<file path="config.mk">
export PLATFORM = sky130hd
export DESIGN_NAME = pwm_frac_top
export DESIGN_NICKNAME = d
export VERILOG_FILES = /design/src/rtl/pwm_frac_pkg.sv /design/src/rtl/pwm_frac_regs.sv /design/src/rtl/pwm_frac_acc.sv /design/src/rtl/pwm_frac_cmp.sv /design/src/rtl/pwm_frac_top.sv
export SDC_FILE = /design/constraint.sdc
export NUM_CORES = 1
export LEC_CHECK = 0
export ABC_AREA = 1
export CORE_MARGIN = 4
export CORE_UTILIZATION = 30
export DETAILED_ROUTE_END_ITERATION = 12
export DONT_BUFFER_PORTS = 1
export PLACE_DENSITY_LB_ADDON = 0.15
export SYNTH_ARGS = -nofsm -noshare
export SYNTH_HDL_FRONTEND = slang
export SYNTH_HIERARCHICAL = 1
export SYNTH_SLANG_ARGS = --single-unit
</file>
<file path="constraint.sdc">
create_clock -name clk_i -period 2.1 [get_ports clk_i]
set_input_delay 0.105 -clock clk_i [delete_from_list [all_inputs] [get_ports clk_i]]
set_output_delay 0.105 -clock clk_i [all_outputs]
set_load 0.05 [all_outputs]
</file>
<file path="src/rtl/pwm_frac_pkg.sv">
package pwm_frac_pkg;
  typedef enum logic [1:0] {
    SEL_BASE = 2'd0,
    SEL_DUTY = 2'd1,
    SEL_CTRL = 2'd2
  } reg_sel_e;
endpackage

</file>
<file path="src/rtl/pwm_frac_regs.sv">
module pwm_frac_regs
  import pwm_frac_pkg::*;
#(
  parameter int unsigned ACC_W  = 22,
  parameter int unsigned DUTY_W = 8
) (
  input  logic              clk_i,
  input  logic              rst_ni,
  input  logic              wr_en_i,
  input  logic [1:0]        wr_sel_i,
  input  logic [ACC_W-1:0]  base_wr_i,
  input  logic [DUTY_W-1:0] duty_wr_i,
  input  logic              en_wr_i,
  input  logic              wrap_i,
  output logic              en_o,
  output logic [ACC_W-1:0]  base_o,
  output logic [DUTY_W-1:0] duty_o
);
  logic [ACC_W-1:0]  base_sh_q, base_act_q;
  logic [DUTY_W-1:0] duty_sh_q, duty_act_q;
  logic              en_q;
  logic              load_act;

  // working copy follows shadow at wrap or while idle
  assign load_act = !en_q || wrap_i;

  always_ff @(posedge clk_i or negedge rst_ni) begin
    if (!rst_ni) begin
      base_sh_q <= '0;
      duty_sh_q <= '0;
      en_q      <= 1'b0;
    end else if (wr_en_i) begin
      case (wr_sel_i)
        SEL_BASE: base_sh_q <= base_wr_i;
        SEL_DUTY: duty_sh_q <= duty_wr_i;
        SEL_CTRL: en_q      <= en_wr_i;
        default:  ;
      endcase
    end
  end

  always_ff @(posedge clk_i or negedge rst_ni) begin
    if (!rst_ni) begin
      base_act_q <= '0;
      duty_act_q <= '0;
    end else if (load_act) begin
      base_act_q <= base_sh_q;
      duty_act_q <= duty_sh_q;
    end
  end

  assign en_o   = en_q;
  assign base_o = base_act_q;
  assign duty_o = duty_act_q;

  assert_hold_between_wraps_R4: assert property (@(posedge clk_i) disable iff (!rst_ni)
    (en_o && !wrap_i) |=> ($stable(base_o) && $stable(duty_o)));
endmodule

</file>
<file path="src/rtl/pwm_frac_acc.sv">
module pwm_frac_acc #(
  parameter int unsigned ACC_W   = 22,
  parameter int unsigned PHASE_W = 8
) (
  input  logic               clk_i,
  input  logic               rst_ni,
  input  logic               en_i,
  input  logic [ACC_W-1:0]   inc_i,
  output logic [PHASE_W-1:0] phase_o,
  output logic               wrap_o
);
  logic [ACC_W-1:0] acc_q;
  logic [ACC_W:0]   sum;

  assign sum    = {1'b0, acc_q} + {1'b0, inc_i};
  assign wrap_o = en_i && sum[ACC_W];

  always_ff @(posedge clk_i or negedge rst_ni) begin
    if (!rst_ni)   acc_q <= '0;
    else if (en_i) acc_q <= sum[ACC_W-1:0];
    else           acc_q <= '0;
  end

  assign phase_o = acc_q[ACC_W-1 -: PHASE_W];

  assert_idle_clears_acc_R6: assert property (@(posedge clk_i) disable iff (!rst_ni)
    !en_i |=> (acc_q == '0));

  assert_wrap_residue_R8: assert property (@(posedge clk_i) disable iff (!rst_ni)
    wrap_o |=> (acc_q < $past(inc_i)));
endmodule

</file>
<file path="src/rtl/pwm_frac_cmp.sv">
module pwm_frac_cmp #(
  parameter int unsigned DUTY_W = 8
) (
  input  logic              en_i,
  input  logic [DUTY_W-1:0] phase_i,
  input  logic [DUTY_W-1:0] duty_i,
  output logic              pwm_o
);
  assign pwm_o = en_i && (phase_i < duty_i);
endmodule

</file>
<file path="src/rtl/pwm_frac_top.sv">
module pwm_frac_top
  import pwm_frac_pkg::*;
#(
  parameter int unsigned INT_W    = 8,
  parameter int unsigned FRAC_W   = 14,
  parameter int unsigned DUTY_W   = 8,
  parameter int unsigned DATA_W   = 32,
  parameter int unsigned BASE_LSB = 8
) (
  input  logic              clk_i,
  input  logic              rst_ni,
  input  logic              wr_en_i,
  input  logic [1:0]        wr_sel_i,
  input  logic [DATA_W-1:0] wr_data_i,
  output logic              pwm_o
);
  localparam int unsigned ACC_W = INT_W + FRAC_W;
  localparam int unsigned TOP_B = BASE_LSB + ACC_W;

  logic              en;
  logic              wrap;
  logic [ACC_W-1:0]  base_act;
  logic [DUTY_W-1:0] duty_act;
  logic [DUTY_W-1:0] phase;
  logic              unused_hi_bits;

  assign unused_hi_bits = ^wr_data_i[DATA_W-1:TOP_B];

  pwm_frac_regs #(.ACC_W(ACC_W), .DUTY_W(DUTY_W)) u_regs (
    .clk_i     (clk_i),
    .rst_ni    (rst_ni),
    .wr_en_i   (wr_en_i),
    .wr_sel_i  (wr_sel_i),
    .base_wr_i (wr_data_i[BASE_LSB +: ACC_W]),
    .duty_wr_i (wr_data_i[DUTY_W-1:0]),
    .en_wr_i   (wr_data_i[0]),
    .wrap_i    (wrap),
    .en_o      (en),
    .base_o    (base_act),
    .duty_o    (duty_act)
  );

  pwm_frac_acc #(.ACC_W(ACC_W), .PHASE_W(DUTY_W)) u_acc (
    .clk_i   (clk_i),
    .rst_ni  (rst_ni),
    .en_i    (en),
    .inc_i   (base_act),
    .phase_o (phase),
    .wrap_o  (wrap)
  );

  pwm_frac_cmp #(.DUTY_W(DUTY_W)) u_cmp (
    .en_i    (en),
    .phase_i (phase),
    .duty_i  (duty_act),
    .pwm_o   (pwm_o)
  );

  assert_zero_duty_low_R5: assert property (@(posedge clk_i) disable iff (!rst_ni)
    (duty_act == '0) |-> !pwm_o);

  assert_disabled_low_R6: assert property (@(posedge clk_i) disable iff (!rst_ni)
    !en |-> !pwm_o);
endmodule

</file>
==> impl_metrics.xml, run 1 <==
<?xml version="1.0" encoding="UTF-8"?>
<metrics>
  <group name="status">
    <metric name="run_status" unit="">complete, but fails checks</metric>
    <metric name="violations" unit="">negative setup slack</metric>
  </group>
  <group name="detailed_routing">
    <metric name="vias_per_cell" unit="">4.61</metric>
    <metric name="drtIter0Drc" unit="">220</metric>
    <metric name="route.vias.total" unit="">4678</metric>
    <metric name="post-route-drc-count" unit="">0</metric>
    <metric name="drt-total-wl" unit="mm">14.1</metric>
    <metric name="first_pass_iters" unit="">4</metric>
    <metric name="detail_routed_net_length_per_standard_cell" unit="microns">13.9</metric>
    <metric name="drt.antenna.violating_nets" unit="">0</metric>
  </group>
  <group name="sta">
    <metric name="rsz_0062_raised_after_global_routing" unit="">yes</metric>
    <metric name="hold_violations_final" unit="">0</metric>
    <metric name="finalCritPeriodShare" unit="%">102</metric>
    <metric name="setup_viol_count_final" unit="">27</metric>
    <metric name="max_slew.worst_pin.slew" unit="ns">0.521</metric>
    <metric name="setup-tns-final" unit="ns">-0.797</metric>
    <metric name="clock_skew" unit="ns">0.00826</metric>
    <metric name="finalMaxSlewViolations" unit="">0</metric>
    <metric name="slack_of_the_critical_path" unit="ns">-0.0444</metric>
    <metric name="timing.max_slew.rel_slack" unit="%">65.2</metric>
    <metric name="layout_min_cycle_time" unit="ns">2.14</metric>
    <metric name="fmaxAchievable" unit="GHz">0.466</metric>
  </group>
  <group name="placed_design">
    <metric name="post-place-cells" unit="">919</metric>
    <metric name="routabilityCongestion" unit="">0.851</metric>
    <metric name="detailed_place.area" unit="sq um">5410</metric>
    <metric name="detailedPlacementHpwl" unit="mm">9.20</metric>
    <metric name="place.port_buffers" unit="">0</metric>
    <metric name="place_worst_setup_slack" unit="ns">-0.145</metric>
  </group>
  <group name="finish">
    <metric name="area_growth_syn_to_layout" unit="%">42.3</metric>
    <metric name="drive_gt1_share" unit="%">19.0</metric>
    <metric name="count_of_nets_after_finishing" unit="">860</metric>
    <metric name="fin_area" unit="sq um">6930</metric>
    <metric name="insertedDiodeCount" unit="">0</metric>
    <metric name="num-fill-cells" unit="">1611</metric>
    <metric name="layout_cells_excl_fill" unit="">1014</metric>
  </group>
  <group name="setup_path">
    <metric name="crit_path_required_time" unit="ns">2.38</metric>
    <metric name="critPathCaptureType" unit="">flip-flop</metric>
    <metric name="top_family_by_delay_on_critical_path" unit="">simple AND/OR/NAND/NOR gates</metric>
    <metric name="critical-path-slowest-cell" unit="">dfrtp_1</metric>
    <metric name="startpoint_type" unit="">flip-flop</metric>
    <metric name="dominant_cell_type_by_count_on_the_critical_path" unit="">nand2_1</metric>
    <metric name="critPathBufInv" unit="">6</metric>
    <metric name="crit_arrival" unit="ns">2.42</metric>
    <metric name="worst-setup-path-type" unit="">flip-flop to flip-flop</metric>
    <metric name="critical_path_peak_fanout" unit="">8</metric>
    <metric name="crit_path_cell_trace" unit="">ha_2, inv_2, fa_2, inv_2, nand3_2, nand3_2, nand2_1, nand2_1, nand3_1, nand3_1, nand2_1, inv_2, inv_4, nand2_4, buf_12, buf_16, nand2_1, nand2_1</metric>
    <metric name="critical_path.max_stage_delay" unit="ns">0.35</metric>
  </group>
  <group name="yosys">
    <metric name="synth_sequential_area_ratio" unit="%">42.7</metric>
    <metric name="postSynthCellCount" unit="">671</metric>
    <metric name="synth.cells.most_frequent" unit="">nand2_1 (264), inv_1 (85), dfrtp_1 (83), nand3_1 (73), nor2_1 (42)</metric>
    <metric name="yosysWarningCount" unit="">6</metric>
    <metric name="post-synth-top-count-cell" unit="">nand2_1</metric>
    <metric name="synth-edff-count" unit="">0</metric>
    <metric name="synthDistinctLibCells" unit="">24</metric>
    <metric name="synth-async-reset-ratio" unit="%">100</metric>
    <metric name="synth.top_cell.area_share" unit="%">42.7</metric>
    <metric name="netlist_area" unit="sq um">4870</metric>
    <metric name="synth-main-ff-cell" unit="">dfrtp_1</metric>
    <metric name="synth_top_cell_by_area" unit="">dfrtp_1</metric>
    <metric name="synth_net_count" unit="">738</metric>
    <metric name="avgSynthCellArea" unit="sq um">7.26</metric>
    <metric name="post_synth_main_area_contributors" unit="">dfrtp_1 (43%), nand2_1 (20%), nand3_1 (7.5%), ha_1 (7.5%), inv_1 (6.6%)</metric>
    <metric name="ys_seq_elements" unit="">83</metric>
  </group>
  <group name="global_route">
    <metric name="antenna_found_initial" unit="">0</metric>
    <metric name="grt_pass1_vias" unit="">4833</metric>
    <metric name="global_route.overflow_total" unit="">0</metric>
    <metric name="grt_use_total" unit="%">16.0</metric>
    <metric name="grt_max_degree" unit="">84</metric>
    <metric name="global_route_wire_length_before_repair" unit="mm">23.3</metric>
  </group>
  <group name="floorplanning">
    <metric name="starting_density_of_the_core" unit="%">30.6</metric>
    <metric name="vertical_extent_of_the_die" unit="microns">135</metric>
    <metric name="die_area" unit="sq um">18300</metric>
    <metric name="floorplan.rows" unit="">46</metric>
    <metric name="core_area" unit="sq um">15900</metric>
    <metric name="die_width" unit="microns">135</metric>
    <metric name="io-pin-count" unit="">38</metric>
  </group>
  <group name="power">
    <metric name="report.power.total" unit="mW">6.82</metric>
    <metric name="power_density" unit="nW/um^2">984</metric>
    <metric name="power.leakage" unit="nW">3.64</metric>
    <metric name="ir_worst_vdd" unit="uV">415</metric>
  </group>
  <group name="cts">
    <metric name="htree_levels" unit="">3</metric>
    <metric name="clk_path_buf_depth" unit="">2</metric>
    <metric name="clock_sink_count" unit="">83</metric>
    <metric name="cts_tree" unit="">yes</metric>
    <metric name="clock_latency" unit="ns">0.34</metric>
    <metric name="clock_tree.root_cell" unit="">clkbuf_16</metric>
    <metric name="cts.clk_slew.worst_paths" unit="ns">0.07</metric>
    <metric name="cts-buffers-inserted" unit="">9</metric>
  </group>
  <group name="job">
    <metric name="maxCapViolations" unit="">0</metric>
  </group>
  <group name="min_path">
    <metric name="holdCritPathClass" unit="">input pin to flip-flop</metric>
  </group>
</metrics>
## where the power goes
part	total [mW]	switching [mW]	internal [mW]
logic	3.00	1.57	1.43
registers	2.27	0.302	1.97
clock network	1.55	0.706	0.843
## cell families after synthesis
kind of cell	count (synthesis)	share of synthesized area (%)
buffers and inverters	114	10.5
AOI/OAI and AO/OA	38	3.96
xor gates and xnor gates	4	0.720
DFF	83	42.7
and+or+nand+nor	402	34.3
adders and majority gates	30	7.86
## sequential cells by signal (all words and copies together) (netlist names)
register	cells
u_regs/duty_o	8
u_regs/base_sh_q	22
u_regs/en_o	1
u_acc/acc_q	22
u_regs/duty_sh_q	8
u_regs/base_o	22
## cell usage in the layout (no fill, tap or decap), types with 4 or more instances in the layout
cell type / n
a21oi_2: 6
nand3_1: 62
ha_1: 20
nand3_2: 10
clkbuf_16: 10
nor2_1: 41
o21ai_0: 7
inv_1: 81
buf_12: 4
a21oi_1: 23
xnor2_1: 4
nand2_4: 5
dfrtp_1: 83
dlygate4sd3_1: 63
nand2_1: 244
nand2_2: 16
ha_4: 8
inv_2: 4
nand4_1: 12
buf_4: 63
buf_16: 6
## metrics by stage
step	utilization, %	hold WS (ns)
after floorplan	-	-0.191
after global placement	34.1	-0.189
after detailed placement	34.1	-0.189
after CTS	42.5	0.0258
after global routing	43.6	0.0521
final	43.6	0.0420
## path summary, 6_finish.rpt
kind,depth (start not counted),start,slack (ns),to
max,18,u_regs/base_o[0],-0.04,u_regs/base_o[18]
min,3,wr_sel_i[0],0.04,u_regs/duty_sh_q[3]
max reg2reg,18,u_regs/base_o[0],-0.04,u_regs/base_o[18]
min reg2reg,2,u_regs/base_sh_q[13],0.47,u_regs/base_o[13]
max in group asynchronous,2,rst_ni,1.42,u_regs/base_o[16]
min in group asynchronous,2,rst_ni,0.32,u_acc/acc_q[0]
## area by class of cell
class / instances / area (sq um) / share of cell area, %
clock inverter: 6 / 48.8 / 0.704
multi-input combinational: 474 / 2570 / 37.1
tap: 216 / 270 / 3.90
sequential: 83 / 2080 / 30.0
timing repair buffer: 139 / 1400 / 20.2
clock buffer: 10 / 239 / 3.45
inverter: 86 / 325 / 4.70
## worst min-delay path, stage by stage
cell and delay [ns]:
nand3_2 0.13, nand2_1 0.07, nand2_1 0.05
## what timing repair did
action                                  in CTS  in global routing
endpoints found under the hold margin      114                  0
buffers inserted                             9                  3
endpoints found under the setup margin      30                 33
gates resized for setup                     37                 40
hold buffers                                64                  0
cloned                                       5                  1
pin swaps                                    7                 19
## per-layer routing
| metal | wire length (microns) | track usage, % | share of wire, % |
|---|---|---|---|
| met5 | 0 | 0 | 0 |
| met4 | 253 | 4.31 | 1.8 |
| met3 | 382 | 2.23 | 2.7 |
| met2 | 6840 | 28.1 | 49 |
| met1 | 6580 | 20.7 | 47 |
(Power assumes the default switching activity.)
==> run 2: changes to the inputs <==
==> constraint.sdc (replaced) <==
create_clock -name clk_i -period 2.75 [get_ports clk_i]
set_input_delay 0.1375 -clock clk_i [delete_from_list [all_inputs] [get_ports clk_i]]
set_output_delay 0.1375 -clock clk_i [all_outputs]
set_load 0.05 [all_outputs]
==> run 2 against run 1 <==
Net effect:
- the run now ends clean
- count of clock-buffer cells in the layout stayed put
- sequential share of layout area increased by 5.4 points
- final cell count fell by 8.1%
- via count down 9.9%
- die area stayed put
- utilization is 6.7 points lower
- first-iteration DRC count shrank 20%
- register-to-register slack better by 0.28 ns
- largest cell class unchanged
- largest power group is now registers
==> impl_metrics.xml, run 2 (synthesis results as in run 1) <==
<?xml version="1.0" encoding="UTF-8"?>
<metrics>
  <group name="placed_design">
    <metric name="routabilityCongestion" unit="">0.857</metric>
    <metric name="post-place-cells" unit="">866</metric>
    <metric name="place.port_buffers" unit="">0</metric>
    <metric name="detailedPlacementHpwl" unit="mm">8.56</metric>
    <metric name="place_worst_setup_slack" unit="ns">0.265</metric>
  </group>
  <group name="finish">
    <metric name="final_common_cell" unit="">nand2_1</metric>
    <metric name="count_of_nets_after_finishing" unit="">778</metric>
    <metric name="area_growth_syn_to_layout" unit="%">20.5</metric>
    <metric name="multi_input_comb_area" unit="sq um">2280</metric>
    <metric name="layout_cells_excl_fill" unit="">932</metric>
    <metric name="finalCoreUtilization" unit="%">36.9</metric>
    <metric name="storage_cell_area" unit="sq um">2080</metric>
    <metric name="final_cell_mix" unit="">nand2_1 (264), inv_1 (85), dfrtp_1 (83)</metric>
    <metric name="drive_gt1_share" unit="%">4.19</metric>
    <metric name="insertedDiodeCount" unit="">0</metric>
    <metric name="num-fill-cells" unit="">1748</metric>
  </group>
  <group name="sta">
    <metric name="timing.max_slew.rel_slack" unit="%">39.7</metric>
    <metric name="max_slew.worst_pin.slew" unit="ns">0.901</metric>
    <metric name="setup-tns-final" unit="ns">0</metric>
    <metric name="setup_viol_count_final" unit="">0</metric>
    <metric name="slack_of_the_critical_path" unit="ns">0.240</metric>
    <metric name="layout_min_cycle_time" unit="ns">2.51</metric>
    <metric name="hold_violations_final" unit="">0</metric>
    <metric name="rsz_0062_raised_after_global_routing" unit="">no</metric>
    <metric name="fmaxAchievable" unit="GHz">0.398</metric>
    <metric name="finalMaxSlewViolations" unit="">0</metric>
    <metric name="clock_skew" unit="ns">0.0100</metric>
    <metric name="finalCritPeriodShare" unit="%">91.3</metric>
  </group>
  <group name="cts">
    <metric name="cts-buffers-inserted" unit="">9</metric>
    <metric name="clk_path_buf_depth" unit="">2</metric>
    <metric name="clock_tree.root_cell" unit="">clkbuf_16</metric>
    <metric name="cts.clk_slew.worst_paths" unit="ns">0.07</metric>
    <metric name="htree_levels" unit="">3</metric>
    <metric name="ctsHoldBuffers" unit="">50</metric>
    <metric name="post_cts_buffers" unit="">0</metric>
    <metric name="cts_tree" unit="">yes</metric>
    <metric name="clock_sink_count" unit="">83</metric>
    <metric name="clock_latency" unit="ns">0.34</metric>
    <metric name="cts_repair_resize_count" unit="">0</metric>
  </group>
  <group name="power">
    <metric name="internal-power" unit="mW">2.91</metric>
    <metric name="power_frac_seq" unit="%">36.6</metric>
    <metric name="power.leakage" unit="nW">3.17</metric>
    <metric name="share_clk_of_total_power" unit="%">29.6</metric>
    <metric name="power_density" unit="nW/um^2">784</metric>
    <metric name="power.switching" unit="mW">1.69</metric>
    <metric name="ir_worst_vdd" unit="uV">289</metric>
    <metric name="power_switching_share" unit="%">36.7</metric>
    <metric name="power.combinational.fraction" unit="%">33.9</metric>
  </group>
  <group name="detailed_routing">
    <metric name="drtIter0Drc" unit="">176</metric>
    <metric name="first_pass_iters" unit="">4</metric>
    <metric name="vias_per_cell" unit="">4.52</metric>
    <metric name="post-route-drc-count" unit="">0</metric>
    <metric name="drt.antenna.violating_nets" unit="">0</metric>
    <metric name="detail_routed_net_length_per_standard_cell" unit="microns">12.8</metric>
    <metric name="route.vias.total" unit="">4216</metric>
    <metric name="drt-total-wl" unit="mm">11.9</metric>
  </group>
  <group name="setup_path">
    <metric name="startpoint_type" unit="">flip-flop</metric>
    <metric name="crit_path_required_time" unit="ns">3.02</metric>
    <metric name="critical_path_peak_fanout" unit="">30</metric>
    <metric name="crit_arrival" unit="ns">2.78</metric>
    <metric name="ff2ff_path_depth" unit="">17</metric>
    <metric name="critPathCaptureType" unit="">flip-flop</metric>
    <metric name="worst-setup-path-type" unit="">flip-flop to flip-flop</metric>
  </group>
  <group name="floorplanning">
    <metric name="vertical_extent_of_the_die" unit="microns">135</metric>
    <metric name="die_area" unit="sq um">18300</metric>
    <metric name="core_area" unit="sq um">15900</metric>
    <metric name="io-pin-count" unit="">38</metric>
    <metric name="die_width" unit="microns">135</metric>
    <metric name="starting_density_of_the_core" unit="%">30.6</metric>
    <metric name="floorplan.rows" unit="">46</metric>
  </group>
  <group name="global_route">
    <metric name="grt_max_degree" unit="">84</metric>
    <metric name="antenna_found_initial" unit="">0</metric>
    <metric name="grt_pass1_vias" unit="">4172</metric>
    <metric name="grt_use_total" unit="%">13.9</metric>
    <metric name="global_route.overflow_total" unit="">0</metric>
    <metric name="global_route_wire_length_before_repair" unit="mm">20.4</metric>
  </group>
  <group name="status">
    <metric name="run_status" unit="">completed</metric>
  </group>
  <group name="min_path">
    <metric name="holdCritPathClass" unit="">input pin to flip-flop</metric>
    <metric name="min_path_cells" unit="">4</metric>
  </group>
  <group name="job">
    <metric name="maxCapViolations" unit="">0</metric>
  </group>
</metrics>
==> run 2: through the flow <==
step	total power [mW]	hold slack (ns)	cell area, sq um
after floorplan	2.86	-0.158	4870
after global placement	3.17	-0.156	5020
after detailed placement	3.19	-0.156	5020
after CTS	4.65	0.0179	5870
after global routing	4.98	0.0555	5870
final	4.60	0.0251	5870
==> run 2: routing by layer <==
layer / global-route usage [%] / up-vias / wire length (microns)
met5: 0 / - / 0
met2: 22.1 / 74 / 5360
met1: 19.4 / 1945 / 5950
met3: 1.41 / 16 / 332
met4: 5.66 / 0 / 250
li1: - / 2181 / -
==> run 2: critical path, stage by stage, from the launching register on <==
cell and delay, ns:
dfrtp_1 0.35, ha_1 0.27, inv_1 0.09, fa_1 0.42, inv_1 0.11, nand3_1 0.07
nand3_1 0.09, nand2_1 0.06, nand2_1 0.12, nand3_1 0.09, nand3_1 0.11, nand2_1 0.06
inv_1 0.07, inv_1 0.04, nand2_1 0.09, buf_12 0.19, nand2_1 0.12, nand2_1 0.08
==> run 2: path summary, 6_finish.rpt <==
path / start / to / slack, ns
min in group asynchronous: rst_ni / u_regs/base_sh_q[5] / 0.38
max in group asynchronous: rst_ni / u_regs/duty_sh_q[6] / 2.04
setup reg to reg: u_regs/base_o[0] / u_regs/base_o[20] / 0.24
hold reg to reg: u_regs/base_sh_q[19] / u_regs/base_o[19] / 0.47
hold / removal: wr_sel_i[0] / u_regs/en_o / 0.03
setup / recovery: u_regs/base_o[0] / u_regs/base_o[20] / 0.24
==> run 2: power by group through the flow <==
stage / logic, mW / clock network (mW) / registers (mW)
final: 1.56 / 1.36 / 1.68
after CTS: 1.57 / 1.39 / 1.69
after global placement: 1.47 / 0 / 1.70
after global routing: 1.82 / 1.44 / 1.72
after floorplan: 1.23 / 0 / 1.63
after detailed placement: 1.48 / 0 / 1.71
==> run 2: cell type report <==
cell class,instances,area share (%)
clock buffers,10,4.07
well taps,216,4.61
multi-input cells,474,38.9
flip-flops and latches,83,35.4
repair buffers,57,9.94
clock inverters,6,1.62
inverters,86,5.50
==> run 3: changes to the inputs <==
--- a/config.mk
+++ b/config.mk
@@ -6,7 +6,7 @@
 export NUM_CORES = 1
 export LEC_CHECK = 0
 export ABC_AREA = 1
-export CORE_MARGIN = 4
+export CORE_MARGIN = 2
 export CORE_UTILIZATION = 30
 export DETAILED_ROUTE_END_ITERATION = 12
 export DONT_BUFFER_PORTS = 1
==> constraint.sdc (replaced) <==
create_clock -name clk_i -period 2.4 [get_ports clk_i]
set_input_delay 0.12 -clock clk_i [delete_from_list [all_inputs] [get_ports clk_i]]
set_output_delay 0.12 -clock clk_i [all_outputs]
set_load 0.05 [all_outputs]
==> run 3 against run 2 <==
Net effect:
- clock skew shrank 0.0025 ns
- non-clock buffer count grew 8
- die area shrank 5.8%
- worst setup slack lost 0.076 ns
- combinational power grew 26%
- maximum frequency grew 12%
- design area grew 2.5%
- critical path type unchanged
- largest power group unchanged
- wire length grew 5.5%
- register-to-register slack lost 0.08 ns
==> impl_metrics.xml, run 3 (synthesis results as in run 1) <==
<?xml version="1.0" encoding="UTF-8"?>
<metrics>
  <group name="status">
    <metric name="run_status" unit="">completed</metric>
  </group>
  <group name="floorplanning">
    <metric name="die_area" unit="sq um">17300</metric>
    <metric name="core_area" unit="sq um">15900</metric>
    <metric name="vertical_extent_of_the_die" unit="microns">131</metric>
    <metric name="io-pin-count" unit="">38</metric>
    <metric name="die_width" unit="microns">131</metric>
    <metric name="floorplan.rows" unit="">46</metric>
    <metric name="starting_density_of_the_core" unit="%">30.6</metric>
  </group>
  <group name="finish">
    <metric name="num-fill-cells" unit="">1728</metric>
    <metric name="drive_gt1_share" unit="%">6.92</metric>
    <metric name="count_of_nets_after_finishing" unit="">786</metric>
    <metric name="fin_area" unit="sq um">6010</metric>
    <metric name="final_cell_mix" unit="">nand2_1 (261), inv_1 (85), dfrtp_1 (83)</metric>
    <metric name="final_common_cell" unit="">nand2_1</metric>
    <metric name="area_growth_syn_to_layout" unit="%">23.5</metric>
    <metric name="insertedDiodeCount" unit="">0</metric>
    <metric name="layout_cells_excl_fill" unit="">939</metric>
  </group>
  <group name="sta">
    <metric name="max_slew.worst_pin.slew" unit="ns">0.873</metric>
    <metric name="finalCritPeriodShare" unit="%">93.2</metric>
    <metric name="slack_of_the_critical_path" unit="ns">0.164</metric>
    <metric name="timing.max_slew.rel_slack" unit="%">41.8</metric>
    <metric name="layout_min_cycle_time" unit="ns">2.24</metric>
    <metric name="finalMaxSlewViolations" unit="">0</metric>
    <metric name="setup_viol_count_final" unit="">0</metric>
    <metric name="clock_skew" unit="ns">0.00753</metric>
    <metric name="hold_violations_final" unit="">0</metric>
    <metric name="fmaxAchievable" unit="GHz">0.447</metric>
  </group>
  <group name="power">
    <metric name="ir_worst_vdd" unit="uV">401</metric>
    <metric name="power.leakage" unit="nW">3.22</metric>
    <metric name="power_density" unit="nW/um^2">859</metric>
  </group>
  <group name="placed_design">
    <metric name="post-place-cells" unit="">869</metric>
    <metric name="routabilityCongestion" unit="">0.877</metric>
    <metric name="detailed_place.area" unit="sq um">5050</metric>
    <metric name="place_worst_setup_slack" unit="ns">0.0316</metric>
    <metric name="place.port_buffers" unit="">0</metric>
    <metric name="detailedPlacementHpwl" unit="mm">8.45</metric>
  </group>
  <group name="detailed_routing">
    <metric name="vias_per_cell" unit="">4.53</metric>
    <metric name="drt.antenna.violating_nets" unit="">0</metric>
    <metric name="route.vias.total" unit="">4250</metric>
    <metric name="drt-total-wl" unit="mm">12.6</metric>
    <metric name="first_pass_iters" unit="">4</metric>
    <metric name="post-route-drc-count" unit="">0</metric>
    <metric name="drtIter0Drc" unit="">210</metric>
    <metric name="detail_routed_net_length_per_standard_cell" unit="microns">13.4</metric>
  </group>
  <group name="setup_path">
    <metric name="critPathCaptureType" unit="">flip-flop</metric>
    <metric name="worst-setup-path-type" unit="">flip-flop to flip-flop</metric>
    <metric name="startpoint_type" unit="">flip-flop</metric>
    <metric name="crit_path_required_time" unit="ns">2.67</metric>
    <metric name="crit_arrival" unit="ns">2.51</metric>
    <metric name="critical_path_peak_fanout" unit="">8</metric>
    <metric name="reg2reg_setup_slack" unit="ns">0.16</metric>
  </group>
  <group name="cts">
    <metric name="cts.clk_slew.worst_paths" unit="ns">0.06</metric>
    <metric name="cts_tree" unit="">yes</metric>
    <metric name="clock_sink_count" unit="">83</metric>
    <metric name="htree_levels" unit="">3</metric>
    <metric name="clk_path_buf_depth" unit="">2</metric>
    <metric name="clock_latency" unit="ns">0.34</metric>
    <metric name="cts-buffers-inserted" unit="">9</metric>
    <metric name="clock_tree.root_cell" unit="">clkbuf_16</metric>
  </group>
  <group name="min_path">
    <metric name="holdCritPathClass" unit="">input pin to flip-flop</metric>
  </group>
  <group name="global_route">
    <metric name="antenna_found_initial" unit="">0</metric>
    <metric name="grt_max_degree" unit="">84</metric>
    <metric name="grt_pass1_vias" unit="">4295</metric>
    <metric name="global_route.overflow_total" unit="">0</metric>
    <metric name="global_route_wire_length_before_repair" unit="mm">20.3</metric>
    <metric name="grt_use_total" unit="%">14.5</metric>
  </group>
  <group name="job">
    <metric name="maxCapViolations" unit="">0</metric>
  </group>
</metrics>
==> run 3: cell types whose count changed in the layout (fill, tap and decap cells not counted), moves of 2 or more <==
cell,change
bufinv_16,-2
nand2_1,-3
buf_4,+2
clkbuf_16,+2
nand2_2,+2
nand3_2,+3
clkinv_2,+3
ha_4,+4
nor3_2,+2
ha_1,-5
nand3_1,-3
nor3_1,-2
==> run 3: path summary, 6_finish.rpt <==
check | cells after the start | startpoint | to
worst max-delay path | 17 | u_regs/base_o[0] | u_regs/duty_o[5]
worst min-delay path | 3 | wr_sel_i[1] | u_regs/duty_sh_q[6]
worst max register to register | 17 | u_regs/base_o[0] | u_regs/duty_o[5]
worst min register to register | 2 | u_regs/base_sh_q[13] | u_regs/base_o[13]
max in group asynchronous | 2 | rst_ni | u_acc/acc_q[19]
min in group asynchronous | 2 | rst_ni | u_regs/base_o[5]
==> run 3: routing by layer <==
| metal | up-vias | share of wire [%] | global-route usage, % |
|---|---|---|---|
| li1 | 2205 | - | - |
| met1 | 1976 | 50 | 19.9 |
| met2 | 59 | 46 | 23.1 |
| met3 | 10 | 2.9 | 2.43 |
| met4 | 0 | 1.3 | 5.07 |
| met5 | - | 0 | 0 |
==> run 3: power breakdown <==
group	leakage (nW)	total [mW]	internal, mW	switching [mW]
Sequential	1.06	1.96	1.72	0.234
Clock	0.128	1.25	0.691	0.555
Combinational	2.03	1.96	0.775	1.19
==> run 3: area by class of cell <==
class,count,area (sq um),share of cell area (%)
well taps,216,270,4.49
inverters,86,323,5.37
multi-input cells,474,2380,39.5
clock buffers,10,229,3.81
flip-flops and latches,83,2080,34.5
repair buffers,65,707,11.8
clock inverters,5,31.3,0.520
==> run 3: what timing repair did <==
action                     in CTS  in global routing
hold endpoints to repair      114                  0
setup buffers                   0                  1
setup endpoints to repair       0                 31
resized for setup               0                 20
hold buffers                   51                  0
==> run 3: worst max-delay path, stage by stage (launching register included) <==
cell       delay, ns
dfrtp_1         0.39
ha_4            0.17
inv_1           0.06
fa_2            0.34
inv_1           0.10
nand3_2         0.07
nand3_2         0.07
nand2_1         0.06
nand2_2         0.07
nand3_1         0.09
nand3_2         0.09
nand2_1         0.06
inv_1           0.08
inv_1           0.08
nand2_4         0.14
clkbuf_16       0.19
nand2_1         0.06
nand2_1         0.05
==> run 3: stage by stage <==
step / util (%) / hold slack, ns / TNS, ns / total power [mW]
global route: 37.9 / 0.0350 / -0.0684 / 5.62
detailed placement: 31.8 / -0.174 / 0 / 3.68
global placement: 31.8 / -0.174 / 0 / 3.67
CTS: 36.8 / 0.00579 / 0 / 5.06
floorplan: - / -0.176 / 0 / 3.28
finish: 37.9 / 0.0266 / 0 / 5.16
